`src/rtl/trig_accept_pkg.sv`:
```
package trig_accept_pkg;

    localparam longint TICK_PS          = 42_000;
    localparam longint RATE_WINDOW_PS   = 1_000_000_000;

    function automatic int ceil_div(input longint num, input longint den);
        return int'((num + den - 1) / den);
    endfunction

    localparam int DEFAULT_SELF_BUSY = ceil_div(RATE_WINDOW_PS, TICK_PS);

    typedef enum logic [1:0] {
        RA_CAL_GO  = 2'd0,
        RA_CAL_DLY = 2'd1,
        RA_RO_ACK  = 2'd2,
        RA_SPARE   = 2'd3
    } reg_addr_e;

    typedef struct packed {
        logic cal_go;
        logic cal_dly;
        logic ro_ack;
    } reg_cmd_t;

    typedef enum logic [1:0] {
        CAL_IDLE = 2'd0,
        CAL_WAIT = 2'd1,
        CAL_DUE  = 2'd2
    } cal_state_e;

    typedef struct packed {
        logic grant;
        logic from_pass;
        logic from_cal;
    } accept_req_t;

    function automatic reg_cmd_t decode_cmd(input logic wr, input logic [1:0] addr);
        reg_cmd_t c;
        c.cal_go  = wr && (addr == RA_CAL_GO);
        c.cal_dly = wr && (addr == RA_CAL_DLY);
        c.ro_ack  = wr && (addr == RA_RO_ACK);
        return c;
    endfunction

endpackage

```
`src/rtl/trig_busy_unit.sv`:
```
module trig_busy_unit #(
    parameter int SELF_BUSY_TICKS = 23810,
    localparam int SB_W = $clog2(SELF_BUSY_TICKS + 1)
) (
    input  logic clk,
    input  logic rst,
    input  logic fire,
    input  logic ro_ack,
    output logic self_busy,
    output logic ovf_busy
);

    logic [SB_W-1:0] sb_cnt;

    always_ff @(posedge clk) begin
        if (rst) begin
            sb_cnt <= '0;
        end else if (fire) begin
            sb_cnt <= SB_W'(SELF_BUSY_TICKS);
        end else if (sb_cnt != '0) begin
            sb_cnt <= sb_cnt - 1'b1;
        end
    end

    always_ff @(posedge clk) begin
        if (rst) begin
            ovf_busy <= 1'b0;
        end else if (fire) begin
            ovf_busy <= 1'b1;
        end else if (ro_ack) begin
            ovf_busy <= 1'b0;
        end
    end

    assign self_busy = (sb_cnt != '0);

endmodule

```
`src/rtl/trig_cal_seq.sv`:
```
module trig_cal_seq
    import trig_accept_pkg::*;
#(
    parameter int CAL_W       = 16,
    parameter int CAL_DLY_RST = 4
) (
    input  logic             clk,
    input  logic             rst,
    input  logic             go,
    input  logic             dly_wr,
    input  logic [CAL_W-1:0] wdata,
    input  logic             grant,
    output logic             cal_pulse,
    output logic             cal_due
);

    cal_state_e       state;
    logic [CAL_W-1:0] dly_reg;
    logic [CAL_W-1:0] cnt;

    always_ff @(posedge clk) begin
        if (rst) begin
            dly_reg <= CAL_W'(CAL_DLY_RST);
        end else if (dly_wr) begin
            dly_reg <= wdata;
        end
    end

    always_ff @(posedge clk) begin
        if (rst) begin
            state     <= CAL_IDLE;
            cnt       <= '0;
            cal_pulse <= 1'b0;
        end else begin
            cal_pulse <= 1'b0;
            unique case (state)
                CAL_IDLE: begin
                    if (go) begin
                        state     <= CAL_WAIT;
                        cnt       <= dly_reg;
                        cal_pulse <= 1'b1;
                    end
                end
                CAL_WAIT: begin
                    if (cnt == '0) begin
                        state <= CAL_DUE;
                    end else begin
                        cnt <= cnt - 1'b1;
                    end
                end
                CAL_DUE: begin
                    if (grant) begin
                        state <= CAL_IDLE;
                    end
                end
                default: state <= CAL_IDLE;
            endcase
        end
    end

    assign cal_due = (state == CAL_DUE);

endmodule

```
`src/rtl/trig_event_book.sv`:
```
module trig_event_book
    import trig_accept_pkg::*;
#(
    parameter int EVT_W     = 24,
    parameter int TIME_W    = 32,
    parameter int SYNC_LOG2 = 8
) (
    input  logic              clk,
    input  logic              rst,
    input  accept_req_t       req,
    output logic              accept,
    output logic              synch,
    output logic [EVT_W-1:0]  evt_num,
    output logic [EVT_W-1:0]  pass_total,
    output logic [TIME_W-1:0] evt_time
);

    logic [TIME_W-1:0] time_ctr;
    logic [EVT_W-1:0]  evt_next;
    logic              count_pass;

    assign evt_next   = evt_num + 1'b1;
    assign count_pass = req.from_pass || (req.from_cal && req.grant);

    always_ff @(posedge clk) begin
        if (rst) begin
            time_ctr <= '0;
        end else begin
            time_ctr <= time_ctr + 1'b1;
        end
    end

    always_ff @(posedge clk) begin
        if (rst) begin
            accept   <= 1'b0;
            synch    <= 1'b0;
            evt_num  <= '0;
            evt_time <= '0;
        end else begin
            accept <= req.grant;
            synch  <= req.grant && (evt_next[SYNC_LOG2-1:0] == '0);
            if (req.grant) begin
                evt_num  <= evt_next;
                evt_time <= time_ctr;
            end
        end
    end

    always_ff @(posedge clk) begin
        if (rst) begin
            pass_total <= '0;
        end else if (count_pass) begin
            pass_total <= pass_total + 1'b1;
        end
    end

endmodule

```
`src/rtl/trig_accept_ctrl.sv`:
```
module trig_accept_ctrl
    import trig_accept_pkg::*;
#(
    parameter int N_CRATES        = 4,
    parameter int SELF_BUSY_TICKS = DEFAULT_SELF_BUSY,
    parameter int CAL_W           = 16,
    parameter int CAL_DLY_RST     = 4,
    parameter int EVT_W           = 24,
    parameter int TIME_W          = 32,
    parameter int SYNC_LOG2       = 8
) (
    input  logic                clk,
    input  logic                rst,
    input  logic                pass_i,
    input  logic [N_CRATES-1:0] crate_busy_i,
    input  logic                reg_wr_i,
    input  logic [1:0]          reg_addr_i,
    input  logic [CAL_W-1:0]    reg_wdata_i,
    output logic                accept_o,
    output logic                cal_o,
    output logic                synch_o,
    output logic                busy_o,
    output logic [EVT_W-1:0]    evt_num_o,
    output logic [EVT_W-1:0]    pass_total_o,
    output logic [EVT_W-1:0]    suppressed_o,
    output logic [TIME_W-1:0]   evt_time_o
);

    reg_cmd_t    cmd;
    accept_req_t req;
    logic        self_busy;
    logic        ovf_busy;
    logic        cal_due;

    assign cmd    = decode_cmd(reg_wr_i, reg_addr_i);
    assign busy_o = (|crate_busy_i) | self_busy | ovf_busy;

    always_comb begin
        req.from_pass = pass_i;
        req.from_cal  = cal_due;
        req.grant     = !busy_o && (pass_i || cal_due);
    end

    trig_busy_unit #(
        .SELF_BUSY_TICKS(SELF_BUSY_TICKS)
    ) u_busy (
        .clk      (clk),
        .rst      (rst),
        .fire     (req.grant),
        .ro_ack   (cmd.ro_ack),
        .self_busy(self_busy),
        .ovf_busy (ovf_busy)
    );

    trig_cal_seq #(
        .CAL_W      (CAL_W),
        .CAL_DLY_RST(CAL_DLY_RST)
    ) u_cal (
        .clk      (clk),
        .rst      (rst),
        .go       (cmd.cal_go),
        .dly_wr   (cmd.cal_dly),
        .wdata    (reg_wdata_i),
        .grant    (req.grant),
        .cal_pulse(cal_o),
        .cal_due  (cal_due)
    );

    trig_event_book #(
        .EVT_W    (EVT_W),
        .TIME_W   (TIME_W),
        .SYNC_LOG2(SYNC_LOG2)
    ) u_book (
        .clk       (clk),
        .rst       (rst),
        .req       (req),
        .accept    (accept_o),
        .synch     (synch_o),
        .evt_num   (evt_num_o),
        .pass_total(pass_total_o),
        .evt_time  (evt_time_o)
    );

    assign suppressed_o = pass_total_o - evt_num_o;

endmodule

```
`config.mk`:
```
export PLATFORM = sky130hd
export DESIGN_NAME = trig_accept_ctrl
export DESIGN_NICKNAME = d
export VERILOG_FILES = /design/src/rtl/trig_accept_pkg.sv /design/src/rtl/trig_busy_unit.sv /design/src/rtl/trig_cal_seq.sv /design/src/rtl/trig_event_book.sv /design/src/rtl/trig_accept_ctrl.sv
export SDC_FILE = /design/constraint.sdc
export NUM_CORES = 1
export LEC_CHECK = 0
export CAP_MARGIN = 20
export CORE_MARGIN = 4
export CORE_UTILIZATION = 45
export DETAILED_ROUTE_END_ITERATION = 10
export DONT_BUFFER_PORTS = 1
export SETUP_SLACK_MARGIN = 0.05
export SYNTH_ARGS = -nofsm -noshare
export SYNTH_HDL_FRONTEND = slang
export SYNTH_SLANG_ARGS = --single-unit
```
`constraint.sdc`:
```
create_clock -name clk -period 3.2 [get_ports clk]
set_input_delay 0.32 -clock clk [delete_from_list [all_inputs] [get_ports clk]]
set_output_delay 0.32 -clock clk [all_outputs]
set_load 0.01 [all_outputs]
```
; Word level (Yosys, flattened, before mapping)
; Index checks and enable logic that the tools add are counted.
[totals]
register_bits = 165
inputBits = 26
output_inout_bits = 108
wordCells = 64
[op_classes]
n_reduce_logical = 22
n_mux = 12
n_eq_ne = 8
n_addsub = 6
bitwise = 3
[op_table]
columns = operator, count
row1 = adder 24 x 1 -> 24 bit (second input constant), 2
row2 = adder 32 x 1 -> 32 bit (second input constant), 1
row3 = 2-to-1 mux 16 bit, 2
row4 = case mux 16 bit (2 select lines), 1
row5 = 2-to-1 mux 15 bit, 2
row6 = subtractor 24 bit, 1
row7 = logical NOT 16 bit, 1
row8 = subtractor 16 x 1 -> 16 bit (second input constant), 1
row9 = nonzero test 15 bit, 1
row10 = subtractor 15 x 1 -> 15 bit (second input constant), 1
row11 = logical NOT 8 bit, 1
row12 = logical AND 1 bit, 6
row13 = 2-to-1 mux 2 bit, 3
row14 = inequality test 2 x 1 -> 1 bit (second input constant), 3
row15 = case mux 2 bit (3 select lines), 1
row16 = AND reduction 3 bit, 2
row17 = nonzero test 2 bit, 3
row18 = == test 2 x 1 -> 1 bit (second input constant), 2
row19 = == test 2 bit (second input constant), 2
row20 = logical NOT 2 bit, 2
row21 = OR reduction 2 bit, 2
row22 = OR reduction 4 bit, 1
row23 = 2-to-1 mux 1 bit, 3
row24 = logical OR 1 bit, 2
row25 = 4 further kinds, 5

; Logic depth before layout (Yosys ltp)
[logic_depth]
depth_word = 7
depth_mapped = 11
mapped_depth_nobuf = 10

; By module
; A second synthesis with hierarchy kept.
[hier_totals]
cells_unflattened = 1079
area_unflattened_um2 = 9097.5
[by_module_without_submodules]
columns = module, n_inst, cells_each, seq_area_each_um2, area_each_um2
row1 = trig_event_book, 1, 552, 2282.2, 4961.0
row2 = trig_cal_seq, 1, 212, 700.7, 1799.2
row3 = trig_accept_ctrl, 1, 213, 0.0, 1472.7
row4 = trig_busy_unit, 1, 102, 320.3, 864.6

; Worst setup path after synthesis
; No wires, ideal clock.
[synth_path]
path_kind = reg-to-output
from = register u_book.evt_num[8]
to = output suppressed_o[22]
stages_incl_launch_ff = 10
arrival_time_ns = 2.337
n_path_buf = 0
path_slack_ns = 0.543
t_required_ns = 2.880
path_cell_list = dfxtp_1 > inv_1 > ha_1 > and2_1 > and4_1 > and4_1 > a211oi_1 > o31ai_1 > a41oi_1 > xnor2_1
[synth_between]
elab_chain_len = 1
[synth_lines]
columns = element, line_no
row1 = from (decl), trig_event_book.sv:13  ; output logic [EVT_W-1:0] evt_num,
row2 = from (signal assigned), trig_event_book.sv:43  ; evt_num <= evt_next;
row3 = subtractor 24 bit, trig_accept_ctrl.sv:84  ; assign suppressed_o = pass_total_o - evt_num_o;
row4 = to (decl), trig_accept_ctrl.sv:25  ; output logic [EVT_W-1:0] suppressed_o,
; Every way passes these cells.

; Final worst setup path
[layout_path]
from = register u_book.evt_num[7]
to = output suppressed_o[22]
; Same word-level chain as after synthesis.

==> reports/summary.txt <==
Nets - 1102
Vias - 7041
Multi-input gate area - 4710 sq um
Clock power frac - 0.432
Leakage - 3.43 nW
Top Registers - u_book.evt_time x32, u_book.time_ctr x32
Fraction of layout cells with a size suffix above 1 - 0.0935
Final HPWL DP - 13.7 mm
Max-cap violations - 0
Area grow syn2layout - 14.1%
Final Cycle Share - 0.952
Ys flop type - dfxtp_1
Fmax - 328 MHz
Biggest area consumer among synthesized cells - dfxtp_1
H-tree levels - 4
Final Hold Fails - 0
Worst reg2reg path endpoint - u_book.evt_num[20]$_SDFFE_PP0P_
Root buf cell - clkbuf_16
Number of flops mapped to enable cells by yosys - 0
Combinational share of power - 0.134
Crit start category - register
Maximum VDD drop - 0.000424 V
Final instance area - 9420 sq um
GRT Util Overall - 0.195
Row cnt - 49
Largest delay share family, worst path - compound AO/OA/AOI/OAI gates
Register area share after synthesis - 0.400
PwrDens - 537 nW/um^2
Clock Path Buffers - 2
Post-Syn Nets - 1100
# diodes - 0
Total power - 5.06 mW
Area of the mapped netlist - 8250 sq um
Die Wd - 143 um
TritonCTS buffer count - 17
Critical path buffers and inverters - 2
Min-delay src - rst
Critical path's largest stage delay - 430 ps
Reg clk slew, reported paths - 70 ps
Post-synthesis register bit count - 165
Layout fillers - 1738
Hold Crit Depth - 1
Initial core utilization - 0.458
Drt total wl - 20.3 mm
Slew @ Worst Pin - 840 ps
DR pass1 iterations - 5
Mapped Cells - 1044
Vias in the first global route - 6472
Hold Path End - u_cal.dly_reg[2]$_SDFFE_PP1P_
CP Data Arrival Time - 2730 ps
Final setup fails - 0
IO buf count - 0
Ranking of synthesized cells by area - dfxtp_1, nand2_1, xnor2_1
CTS Sinks - 165
RSZ-0062 raised after global routing - no
Core Area - 18000 sq um
R2r setup slk - 390 ps
CP Capture Type - primary output
Iteration-0 DRC Markers - 401
Tmin final - 3050 ps
Reg-to-Reg Start - u_busy.sb_cnt[10]$_SDFFE_PP0P_
Setup Skew - 14.2 ps
RD Place Congestion - 0.865
Cell variety after synth - 56
Post-Place Cell Area - 8530 sq um
Setup CP Type - register to primary output
Reg power frac - 0.434
FF/Latch Area - 3320 sq um
Antenna violations before repair - 0
Slowest CP cell - dfxtp_2
Wire length of the first global-routing pass - 32.7 mm
Antenna Nets Post-Route - 0
Die ar. - 20600 sq um
Status - complete, no violations
Final Slew Violations - 0
Setup TNS - 0 ps
Routed WL per cell - 15.8 um
Post-synth ARST share - 0
Rel. slew slack - 0.440
Sw frac - 0.263
GRT overflow - 0
Clk Latency, worst-skew pair - 430 ps
Worst Path Max Fanout - 6
Post-Syn Area per Cell - 7.90 sq um
DIE HEIGHT - 143 um
DRC Markers - 0
Io pins - 134
Largest net degree at the start of global routing - 158
Power Internal - 3.73 mW
Hold Path Class - primary input to register
P_sw - 1.33 mW
CP Cell Sequence - inv_1 > ha_2 > a21o_1 > a21boi_0 > o22ai_1 > a211oi_1 > buf_4 > o31ai_4 > a41oi_2 > xnor2_2
R2R cell count - 7
Crit path required time - 2880 ps
TritonCTS clock tree - done
Yosys warnings - 0
Routed vias/inst - 5.47
Top cell type's share of synthesized area - 0.400
-- per-stage QoR --
stage               utilization  instances  setup slack [ps]  hold WS (ps)
floorplan                     -       1044               543           396
global placement          0.472       1244               209           407
CTS                       0.516       1287              50.9          4.53
detailed placement        0.473       1245               160           404
finish                    0.522       1288               154          19.1
global route              0.522       1288              35.8          2.96
-- logic make-up (layout without fill, tap and decap cells) --
family / count (synthesis) / after routing / share of synthesized area
adders and majority gates: 30 / 30 / 0.0464
AOI/OAI and AO/OA: 208 / 208 / 0.149
xor gates and xnor gates: 92 / 92 / 0.0977
buffers and inverters: 94 / 109 / 0.0446
DFF: 165 / 165 / 0.400
muxes: 1 / 1 / 0.00121
and+or+nand+nor: 454 / 454 / 0.261
-- power by group through the flow --
stage | logic [mW] | registers, mW | clock network [mW]
2_1_floorplan | 0.541 | 2.23 | 0
3_3_place_gp | 0.618 | 2.24 | 0
3_5_place_dp | 0.627 | 2.24 | 0
4_1_cts | 0.676 | 2.19 | 2.24
5_1_grt | 0.768 | 2.20 | 2.34
6_report | 0.680 | 2.19 | 2.19
-- worst max-delay path by stage --
stage | depth (start not counted) | start | slack [ps] | end
5_1_grt | 11 | u_book.pass_total[0]$_SDFFE_PP0P_ | 40 | suppressed_o[22]
4_1_cts | 8 | u_book.evt_num[5]$_SDFFE_PP0P_ | 50 | suppressed_o[21]
3_3_place_gp | 9 | u_book.evt_num[1]$_SDFFE_PP0P_ | 210 | suppressed_o[23]
3_5_place_dp | 9 | u_book.evt_num[1]$_SDFFE_PP0P_ | 160 | suppressed_o[23]
6_report | 10 | u_book.evt_num[7]$_SDFFE_PP0P_ | 150 | suppressed_o[22]
2_1_floorplan | 9 | u_book.evt_num[8]$_SDFFE_PP0P_ | 540 | suppressed_o[22]
-- Yosys cell counts, types with 5 or more instances --
library cell / n
nand2_1: 157
o21ai_0: 41
o21bai_1: 5
and3_1: 5
a21o_1: 10
dfxtp_1: 165
nor2b_1: 7
or3_1: 19
nand3_1: 30
nor2_1: 119
a21oi_1: 99
a211oi_1: 7
ha_1: 29
a2bb2oi_1: 5
and4_1: 7
a22oi_1: 7
xor2_1: 28
inv_1: 44
xnor2_1: 64
or4_1: 6
o21a_1: 6
nand4_1: 26
clkbuf_1: 40
buf_2: 6
nor4_1: 10
nor3_1: 42
-- layer usage --
layer | global-route usage | vias up | routed length [um] | share of wire
met3 | 0.0556 | 20 | 1130 | 0.055
li1 | - | 3611 | - | -
met1 | 0.270 | 3276 | 9910 | 0.49
met4 | 0.0540 | 0 | 297 | 0.015
met2 | 0.300 | 134 | 9010 | 0.44
met5 | 0 | - | 0 | 0
-- final cells by class --
cell class                 count  share of cell area
clock inverter                 9              0.0149
timing repair buffer          33              0.0327
inverter                      44              0.0175
multi-input combinational    785               0.500
clock buffer                  23              0.0518
sequential                   165               0.352
tap                          229              0.0304
-- worst reg2reg max path: cells and delay by family, from the launching register on --
kind / cells / cell delay (ps)
xor gates and xnor gates: 1 / 150
DFF: 1 / 330
and+or+nand+nor: 6 / 2190
-- timing repair --
item	CTS	global route
buffers inserted	1	1
pin swaps	3	12
setup endpoints to repair	10	11
hold endpoints to repair	163	0
hold buffers	9	0
resized for setup	14	25
-- layout by cell type, fill, tap and decap left out, drive strengths merged, types with 28 or more instances in the layout --
cell type  count
xor2          28
xnor2         64
o21ai         41
nor2         119
dfxtp        165
ha            29
nor3          42
inv           46
nand2        157
nand3         30
a21oi         99
Power figures use the tool's default switching activity.
